`src/rtl/xtp_pkg.sv`:
```
package xtp_pkg;

    typedef enum logic [1:0] {
        CLS_NONE  = 2'd0,
        CLS_PIO   = 2'd1,
        CLS_MWDMA = 2'd2,
        CLS_UDMA  = 2'd3
    } xtp_cls_e;

    typedef enum logic [2:0] {
        ST_IDLE = 3'd0,
        ST_WIDX = 3'd1,
        ST_WDAT = 3'd2,
        ST_RIDX = 3'd3,
        ST_RDAT = 3'd4,
        ST_DONE = 3'd5
    } xtp_state_e;

endpackage

```
`src/rtl/xtp_mode_decode.sv`:
```
module xtp_mode_decode
    import xtp_pkg::*;
#(
    parameter logic [7:0] PIO_BASE  = 8'h08,
    parameter logic [7:0] MW_BASE   = 8'h20,
    parameter logic [7:0] UDMA_BASE = 8'h40,
    parameter logic [2:0] PIO_TOP   = 3'd4,
    parameter logic [2:0] MW_TOP    = 3'd2,
    parameter logic [2:0] UDMA_TOP  = 3'd6,
    parameter logic [2:0] FIX_MODE  = 3'd2
) (
    input  logic [7:0] mode_code,
    output xtp_cls_e   cls,
    output logic [2:0] row,
    output logic [1:0] nbytes,
    output logic       is_fix
);
    localparam logic [4:0] PIO_GRP  = PIO_BASE[7:3];
    localparam logic [4:0] MW_GRP   = MW_BASE[7:3];
    localparam logic [4:0] UDMA_GRP = UDMA_BASE[7:3];

    logic [4:0] grp;
    assign grp = mode_code[7:3];
    assign row = mode_code[2:0];

    always_comb begin
        cls    = CLS_NONE;
        nbytes = 2'd0;
        if (grp == UDMA_GRP && row <= UDMA_TOP) begin
            cls    = CLS_UDMA;
            nbytes = 2'd3;
        end else if (grp == MW_GRP && row <= MW_TOP) begin
            cls    = CLS_MWDMA;
            nbytes = 2'd2;
        end else if (grp == PIO_GRP && row <= PIO_TOP) begin
            cls    = CLS_PIO;
            nbytes = 2'd3;
        end
    end

    assign is_fix = (cls == CLS_UDMA) && (row == FIX_MODE);

endmodule

```
`src/rtl/xtp_timing_rom.sv`:
```
module xtp_timing_rom
    import xtp_pkg::*;
(
    input  xtp_cls_e   cls,
    input  logic [2:0] row,
    input  logic [1:0] step,
    output logic [7:0] idx_base,
    output logic [7:0] value
);
    logic [23:0] line;

    always_comb begin
        idx_base = 8'h00;
        unique case (cls)
            CLS_UDMA:  idx_base = 8'h10 + {6'd0, step};
            CLS_MWDMA: idx_base = 8'h0E + {6'd0, step};
            CLS_PIO:   idx_base = (step == 2'd2) ? 8'h13 : (8'h0C + {6'd0, step});
            default:   idx_base = 8'h00;
        endcase
    end

    always_comb begin
        line = 24'h000000;
        unique case (cls)
            CLS_UDMA: begin
                unique case (row)
                    3'd0:    line = 24'h4A0FD5;
                    3'd1:    line = 24'h3A0AD0;
                    3'd2:    line = 24'h2A07CD;
                    3'd3:    line = 24'h1A05CD;
                    3'd4:    line = 24'h1A03CD;
                    3'd5:    line = 24'h1A02CB;
                    default: line = 24'h1A01CB;
                endcase
            end
            CLS_MWDMA: begin
                unique case (row)
                    3'd0:    line = 24'hDF5F00;
                    3'd1:    line = 24'h6B2700;
                    default: line = 24'h692500;
                endcase
            end
            CLS_PIO: begin
                unique case (row)
                    3'd0:    line = 24'hFB2BAC;
                    3'd1:    line = 24'h4629A4;
                    3'd2:    line = 24'h232664;
                    3'd3:    line = 24'h270D35;
                    default: line = 24'h230925;
                endcase
            end
            default: line = 24'h000000;
        endcase
    end

    always_comb begin
        unique case (step)
            2'd0:    value = line[23:16];
            2'd1:    value = line[15:8];
            default: value = line[7:0];
        endcase
    end

endmodule

```
`src/rtl/xtp_sequencer.sv`:
```
module xtp_sequencer
    import xtp_pkg::*;
#(
    parameter logic [7:0] DRIVE_OFS = 8'h08,
    parameter int         FIX_BIT   = 7
) (
    input  logic       clk,
    input  logic       rst_n,
    input  logic       start,
    input  xtp_cls_e   dec_cls,
    input  logic [2:0] dec_row,
    input  logic [1:0] dec_nbytes,
    input  logic       dec_fix,
    input  logic       drive_sel,
    input  logic       fast_clk,
    input  logic [7:0] rd_data,
    input  logic [7:0] rom_idx,
    input  logic [7:0] rom_val,
    output xtp_cls_e   rom_cls,
    output logic [2:0] rom_row,
    output logic [1:0] rom_step,
    output logic [7:0] port_data,
    output logic       idx_wr,
    output logic       dat_wr,
    output logic       dat_rd,
    output logic       done,
    output logic       err,
    output logic       busy
);
    localparam logic [7:0] FIX_MASK = ~(8'h01 << FIX_BIT);

    xtp_state_e st;
    xtp_cls_e   cls_q;
    logic [2:0] row_q;
    logic [1:0] nb_q;
    logic [1:0] step_q;
    logic       ofs_q;
    logic       rmw_q;
    logic       err_q;
    logic [7:0] hold_q;
    logic [7:0] index_now;

    assign rom_cls   = cls_q;
    assign rom_row   = row_q;
    assign rom_step  = step_q;
    assign index_now = rom_idx + (ofs_q ? DRIVE_OFS : 8'h00);

    // State register and captured request
    always_ff @(posedge clk) begin
        if (!rst_n) begin
            st     <= ST_IDLE;
            cls_q  <= CLS_NONE;
            row_q  <= 3'd0;
            nb_q   <= 2'd0;
            step_q <= 2'd0;
            ofs_q  <= 1'b0;
            rmw_q  <= 1'b0;
            err_q  <= 1'b0;
            hold_q <= 8'h00;
        end else begin
            unique case (st)
                ST_IDLE: begin
                    if (start) begin
                        cls_q  <= dec_cls;
                        row_q  <= dec_row;
                        nb_q   <= dec_nbytes;
                        step_q <= 2'd0;
                        ofs_q  <= drive_sel;
                        rmw_q  <= !fast_clk;
                        err_q  <= (dec_cls == CLS_NONE);
                        if (dec_cls == CLS_NONE) begin
                            st <= ST_DONE;
                        end else if (fast_clk) begin
                            st <= ST_WIDX;
                        end else if (dec_fix) begin
                            st <= ST_RIDX;
                        end else begin
                            st <= ST_DONE;
                        end
                    end
                end
                ST_WIDX: st <= ST_WDAT;
                ST_WDAT: begin
                    if (rmw_q || step_q == nb_q - 2'd1) begin
                        st <= ST_DONE;
                    end else begin
                        step_q <= step_q + 2'd1;
                        st     <= ST_WIDX;
                    end
                end
                ST_RIDX: st <= ST_RDAT;
                ST_RDAT: begin
                    hold_q <= rd_data & FIX_MASK;
                    st     <= ST_WIDX;
                end
                ST_DONE: st <= ST_IDLE;
                default: st <= ST_IDLE;
            endcase
        end
    end

    // Outputs decoded from state
    always_comb begin
        idx_wr    = 1'b0;
        dat_wr    = 1'b0;
        dat_rd    = 1'b0;
        done      = 1'b0;
        err       = 1'b0;
        busy      = (st != ST_IDLE);
        port_data = 8'h00;
        unique case (st)
            ST_WIDX, ST_RIDX: begin
                idx_wr    = 1'b1;
                port_data = index_now;
            end
            ST_WDAT: begin
                dat_wr    = 1'b1;
                port_data = rmw_q ? hold_q : rom_val;
            end
            ST_RDAT: dat_rd = 1'b1;
            ST_DONE: begin
                done = 1'b1;
                err  = err_q;
            end
            default: ;
        endcase
    end

    AST_DATA_AFTER_INDEX: assert property (@(posedge clk) disable iff (!rst_n)
        (dat_wr || dat_rd) |-> $past(idx_wr));

    AST_DONE_SINGLE: assert property (@(posedge clk) disable iff (!rst_n)
        done |=> !done);

    AST_ERR_NO_ACCESS: assert property (@(posedge clk) disable iff (!rst_n)
        err |-> !$past(dat_wr) && !$past(dat_rd));

    AST_FIX_BIT_CLEAR: assert property (@(posedge clk) disable iff (!rst_n)
        (dat_wr && rmw_q) |-> !port_data[FIX_BIT]);

    AST_BUSY_HOLDS_REQ: assert property (@(posedge clk) disable iff (!rst_n)
        (busy && start) |=> $stable(cls_q) && $stable(row_q) && $stable(ofs_q));

    AST_INDEX_OFFSET: assert property (@(posedge clk) disable iff (!rst_n)
        (idx_wr && ofs_q) |-> port_data >= 8'h14);

endmodule

```
`src/rtl/xfer_timing_prog.sv`:
```
module xfer_timing_prog
    import xtp_pkg::*;
#(
    parameter logic [7:0] DRIVE_OFS = 8'h08,
    parameter logic [2:0] UDMA_TOP  = 3'd6
) (
    input  logic       clk,
    input  logic       rst_n,
    input  logic       start,
    input  logic [7:0] mode_code,
    input  logic       drive_sel,
    input  logic       fast_clk,
    input  logic [7:0] rd_data,
    output logic [7:0] port_data,
    output logic       idx_wr,
    output logic       dat_wr,
    output logic       dat_rd,
    output logic       done,
    output logic       err,
    output logic       busy
);
    xtp_cls_e   dec_cls;
    logic [2:0] dec_row;
    logic [1:0] dec_nbytes;
    logic       dec_fix;
    xtp_cls_e   rom_cls;
    logic [2:0] rom_row;
    logic [1:0] rom_step;
    logic [7:0] rom_idx;
    logic [7:0] rom_val;

    xtp_mode_decode #(
        .UDMA_TOP (UDMA_TOP)
    ) u_dec (
        .mode_code (mode_code),
        .cls       (dec_cls),
        .row       (dec_row),
        .nbytes    (dec_nbytes),
        .is_fix    (dec_fix)
    );

    xtp_timing_rom u_rom (
        .cls      (rom_cls),
        .row      (rom_row),
        .step     (rom_step),
        .idx_base (rom_idx),
        .value    (rom_val)
    );

    xtp_sequencer #(
        .DRIVE_OFS (DRIVE_OFS)
    ) u_seq (
        .clk        (clk),
        .rst_n      (rst_n),
        .start      (start),
        .dec_cls    (dec_cls),
        .dec_row    (dec_row),
        .dec_nbytes (dec_nbytes),
        .dec_fix    (dec_fix),
        .drive_sel  (drive_sel),
        .fast_clk   (fast_clk),
        .rd_data    (rd_data),
        .rom_idx    (rom_idx),
        .rom_val    (rom_val),
        .rom_cls    (rom_cls),
        .rom_row    (rom_row),
        .rom_step   (rom_step),
        .port_data  (port_data),
        .idx_wr     (idx_wr),
        .dat_wr     (dat_wr),
        .dat_rd     (dat_rd),
        .done       (done),
        .err        (err),
        .busy       (busy)
    );

    AST_RESET_QUIET: assert property (@(posedge clk)
        $past(!rst_n) |-> !idx_wr && !dat_wr && !dat_rd && !done && !busy);

endmodule

```
`config.mk`:
```
export PLATFORM = sky130hd
export DESIGN_NAME = xfer_timing_prog
export DESIGN_NICKNAME = d
export VERILOG_FILES = /design/src/rtl/xtp_pkg.sv /design/src/rtl/xtp_mode_decode.sv /design/src/rtl/xtp_timing_rom.sv /design/src/rtl/xtp_sequencer.sv /design/src/rtl/xfer_timing_prog.sv
export SDC_FILE = /design/constraint.sdc
export NUM_CORES = 1
export LEC_CHECK = 0
export BUFFER_PORTS_ARGS = -buffer_cell sky130_fd_sc_hd__clkbuf_2
export CAP_MARGIN = 0
export CORE_MARGIN = 2
export CORE_UTILIZATION = 25
export CTS_CLUSTER_SIZE = 20
export DETAILED_ROUTE_END_ITERATION = 6
export GPL_ROUTABILITY_DRIVEN = 0
export PLACE_DENSITY_LB_ADDON = 0.12
export SYNTH_ARGS = -nofsm -noshare
export SYNTH_HDL_FRONTEND = slang
export SYNTH_SLANG_ARGS = --single-unit
```
`constraint.sdc`:
```
create_clock -name clk -period 2.54 [get_ports clk]
set_input_delay 0.381 -clock clk [delete_from_list [all_inputs] [get_ports clk]]
set_output_delay 0.381 -clock clk [all_outputs]
set_load 0.01 [all_outputs]
```
==> flow_summary.ini <==
[status]
status = finished clean

[power_and_ir_drop]
vdd_drop_max_uv = 192.1
power.density_nw_per_um2 = 388.7
share_comb_of_total_power = 0.330
leakage_nw = 0.9382
intPower_w = 0.0005936
p_sw_w = 0.0003474
p_total_w = 0.0009410
pwr-share-clk = 0.256
switching_share = 0.3691
pwr-share-seq = 0.414

[drt]
first_iter_violations = 59
wl_per_cell_um = 14.63
vias_per_cell = 5.020
drtAntennaViolNets = 0
vias = 2053
totalWireLength_mm = 5.983
drc_errors = 0
drtPass1Iterations = 4

[timing]
min_period_ns = 2.431
relSlewSlack = 0.5678
grt_setup_unrepaired = yes
slew_violations = 0
fin_worst_skew_ns = 0.005259
finalSetupViolCount = 0
tns_ns = 0
finalHoldViolations = 0
layout_setup_ws_ns = 0.1092
worst_pin_slew_ns = 0.6475
fmax_mhz = 411.4
post-route-period-util = 0.9570

[clocking]
htreeDepth = 1
cts_tree = done
clk_path_buf_depth = 2
cts_sinks = 21
path_clk_slew_ns = 0.09
cts_made_buffers = 3
clk_latency_ns = 0.27
root_buffer = clkbuf_8

[synthesis]
synth_area_sq_um = 1893
ys_seq_area_frac = 0.2221
synthArstFlopShare = 0
synth_seq_cells = 21
synth_flop_cell = dfxtp_1
synth_edf_count = 0
avgSynthCellArea_sq_um = 7.064
synth_cell_types = 55
synthesis.nets = 301
synthCells = 268
yosys_warnings = 0

[finish]
mostFrequentLayoutCells = 45 x nand2_1, 31 x clkbuf_2, 28 x a21oi_1
antenna_cells = 0
final_util = 0.3320
layout_commonest_cell = nand2_1
drive_above_1_share = 0.2839
multi_input_area_sq_um = 1421
finalNetCount = 344
ff_latch_area_sq_um = 430.4
areaGrowthSynthToFinish_pct = 27.89
nFillCells = 832
final_area_sq_um = 2421

[global_route]
antenna_found_initial = 0
grt_pass1_vias = 2043
gr-total-overflow = 0
grt_pass1_wl_mm = 10.13
grt_max_degree = 21
track_usage = 0.1478

[job]
cap_violations = 0

[place]
post_dp_cell_area_sq_um = 2245
hpwl_mm = 4.646
portBuffers = 33
pre_cts_slack_ns = 0.1761

[setup_path]
crit_family = buffers and inverters
cp-start-kind = flop
crit_arrival_ns = 2.05
cp.required_ns = 2.16
path_class = flop to output port
cpMaxStageDelayCell = dfxtp_4
cp_max_fo = 6
worst-path-buf-inv = 3
cp_slowest_stage_delay_ns = 0.39
crit_chain = clkinvlp_4, ha_2, or2_2, buf_4, o31ai_1, a32oi_1, nand2_1, clkbuf_2
cp-end-kind = output port

[worst_hold_path]
hold_class = input pin to flop

[floorplanning]
die_width_um = 91.02
start_util = 0.2596
ios = 35
die_h_um = 91.02
std_cell_rows = 31
dieArea_sq_um = 8285
core_sq_um = 7292
[state kept, by name, summed over array words and instances, names as in the netlist]
signal          count
u_seq.hold_q        7
u_seq.rmw_q         1
u_seq.nb_q          1
u_seq.ofs_q         1
u_seq.err_q         1
u_seq.rom_step      2
u_seq.st            3
u_seq.rom_cls       2
u_seq.rom_row       3
[power groups by stage]
stage / registers [W] / logic, W / clock network [W]
3_3_place_gp: 0.000394 / 0.000299 / 0
6_report: 0.000389 / 0.000311 / 0.000241
2_1_floorplan: 0.000378 / 0.000209 / 0
3_5_place_dp: 0.000395 / 0.000297 / 0
4_1_cts: 0.000388 / 0.000301 / 0.000252
5_1_grt: 0.000393 / 0.000352 / 0.000266
[synth_stat cells (all sizes together), types with 3 or more instances]
cell type | n | share of area
a22oi | 3 | 0.012
ha | 12 | 0.079
o41ai | 3 | 0.014
a32oi | 3 | 0.014
nor2b | 6 | 0.020
xnor2 | 3 | 0.014
a21oi | 30 | 0.079
nor2 | 15 | 0.030
a211oi | 5 | 0.020
dfxtp | 21 | 0.22
nand2b | 5 | 0.017
o21ai | 15 | 0.040
clkbuf | 8 | 0.016
a31oi | 4 | 0.013
o31ai | 3 | 0.012
o211ai | 5 | 0.020
and2 | 3 | 0.0099
nor3 | 11 | 0.035
inv | 12 | 0.024
o22ai | 4 | 0.013
or3 | 4 | 0.013
buf | 9 | 0.026
nand2 | 46 | 0.091
[worst paths after layout]
check | endpoint | slack [ns] | from | depth (start not counted)
worst max register to register | u_seq.st[1] | 0.79 | u_seq.st[0] | 4
worst min register to register | u_seq.hold_q[6] | 0.46 | u_seq.hold_q[6] | 2
worst max-delay path | port_data[1] | 0.11 | u_seq.rom_step[1] | 8
worst min-delay path | u_seq.rmw_q | 0.32 | fast_clk | 2
[layout make-up]
cell class	instances	share of cell area
Sequential cell	21	0.1778
Inverter	13	0.02274
Clock inverter	1	0.003101
Timing Repair Buffer	55	0.1411
Tap cell	99	0.05116
Multi-Input combinational cell	217	0.5871
Clock buffer	3	0.01705
[per-stage QoR]
step / instances / hold slack [ns]
3_3_place_gp: 402 / 0.4445
5_1_grt: 409 / 0.3216
3_5_place_dp: 402 / 0.4512
4_1_cts: 406 / 0.3057
6_report: 409 / 0.3174
2_1_floorplan: 268 / 0.4312
[timing repair]
action / CTS / global route
gates cloned: 0 / 0
hold buffers: 0 / 0
buffers inserted: 0 / 3
pin swaps: 1 / 4
setup endpoints to repair: 7 / 7
gates resized for setup: 8 / 29
[logic make-up after synthesis]
| kind of cell | share of synthesized area |
|---|---|
| AO/OA/AOI/OAI | 0.3225 |
| XOR/XNOR | 0.01388 |
| adder cells (fa/ha/maj) | 0.07931 |
| buffers and inverters | 0.06807 |
| flip-flops | 0.2221 |
| multiplexers | 0.01652 |
| AND/OR/NAND/NOR | 0.2776 |
[metal layers]
| layer | routed length, um | global-route usage | vias up | share of wire |
|---|---|---|---|---|
| met3 | 215 | 0.02241 | 6 | 0.036 |
| met2 | 2726 | 0.2401 | 45 | 0.46 |
| li1 | - | - | 1068 | - |
| met5 | 0 | 0 | - | 0 |
| met1 | 2980 | 0.2082 | 934 | 0.50 |
| met4 | 60 | 0.02778 | 0 | 0.010 |
No activity file was read; power rests on OpenSTA's default activity.
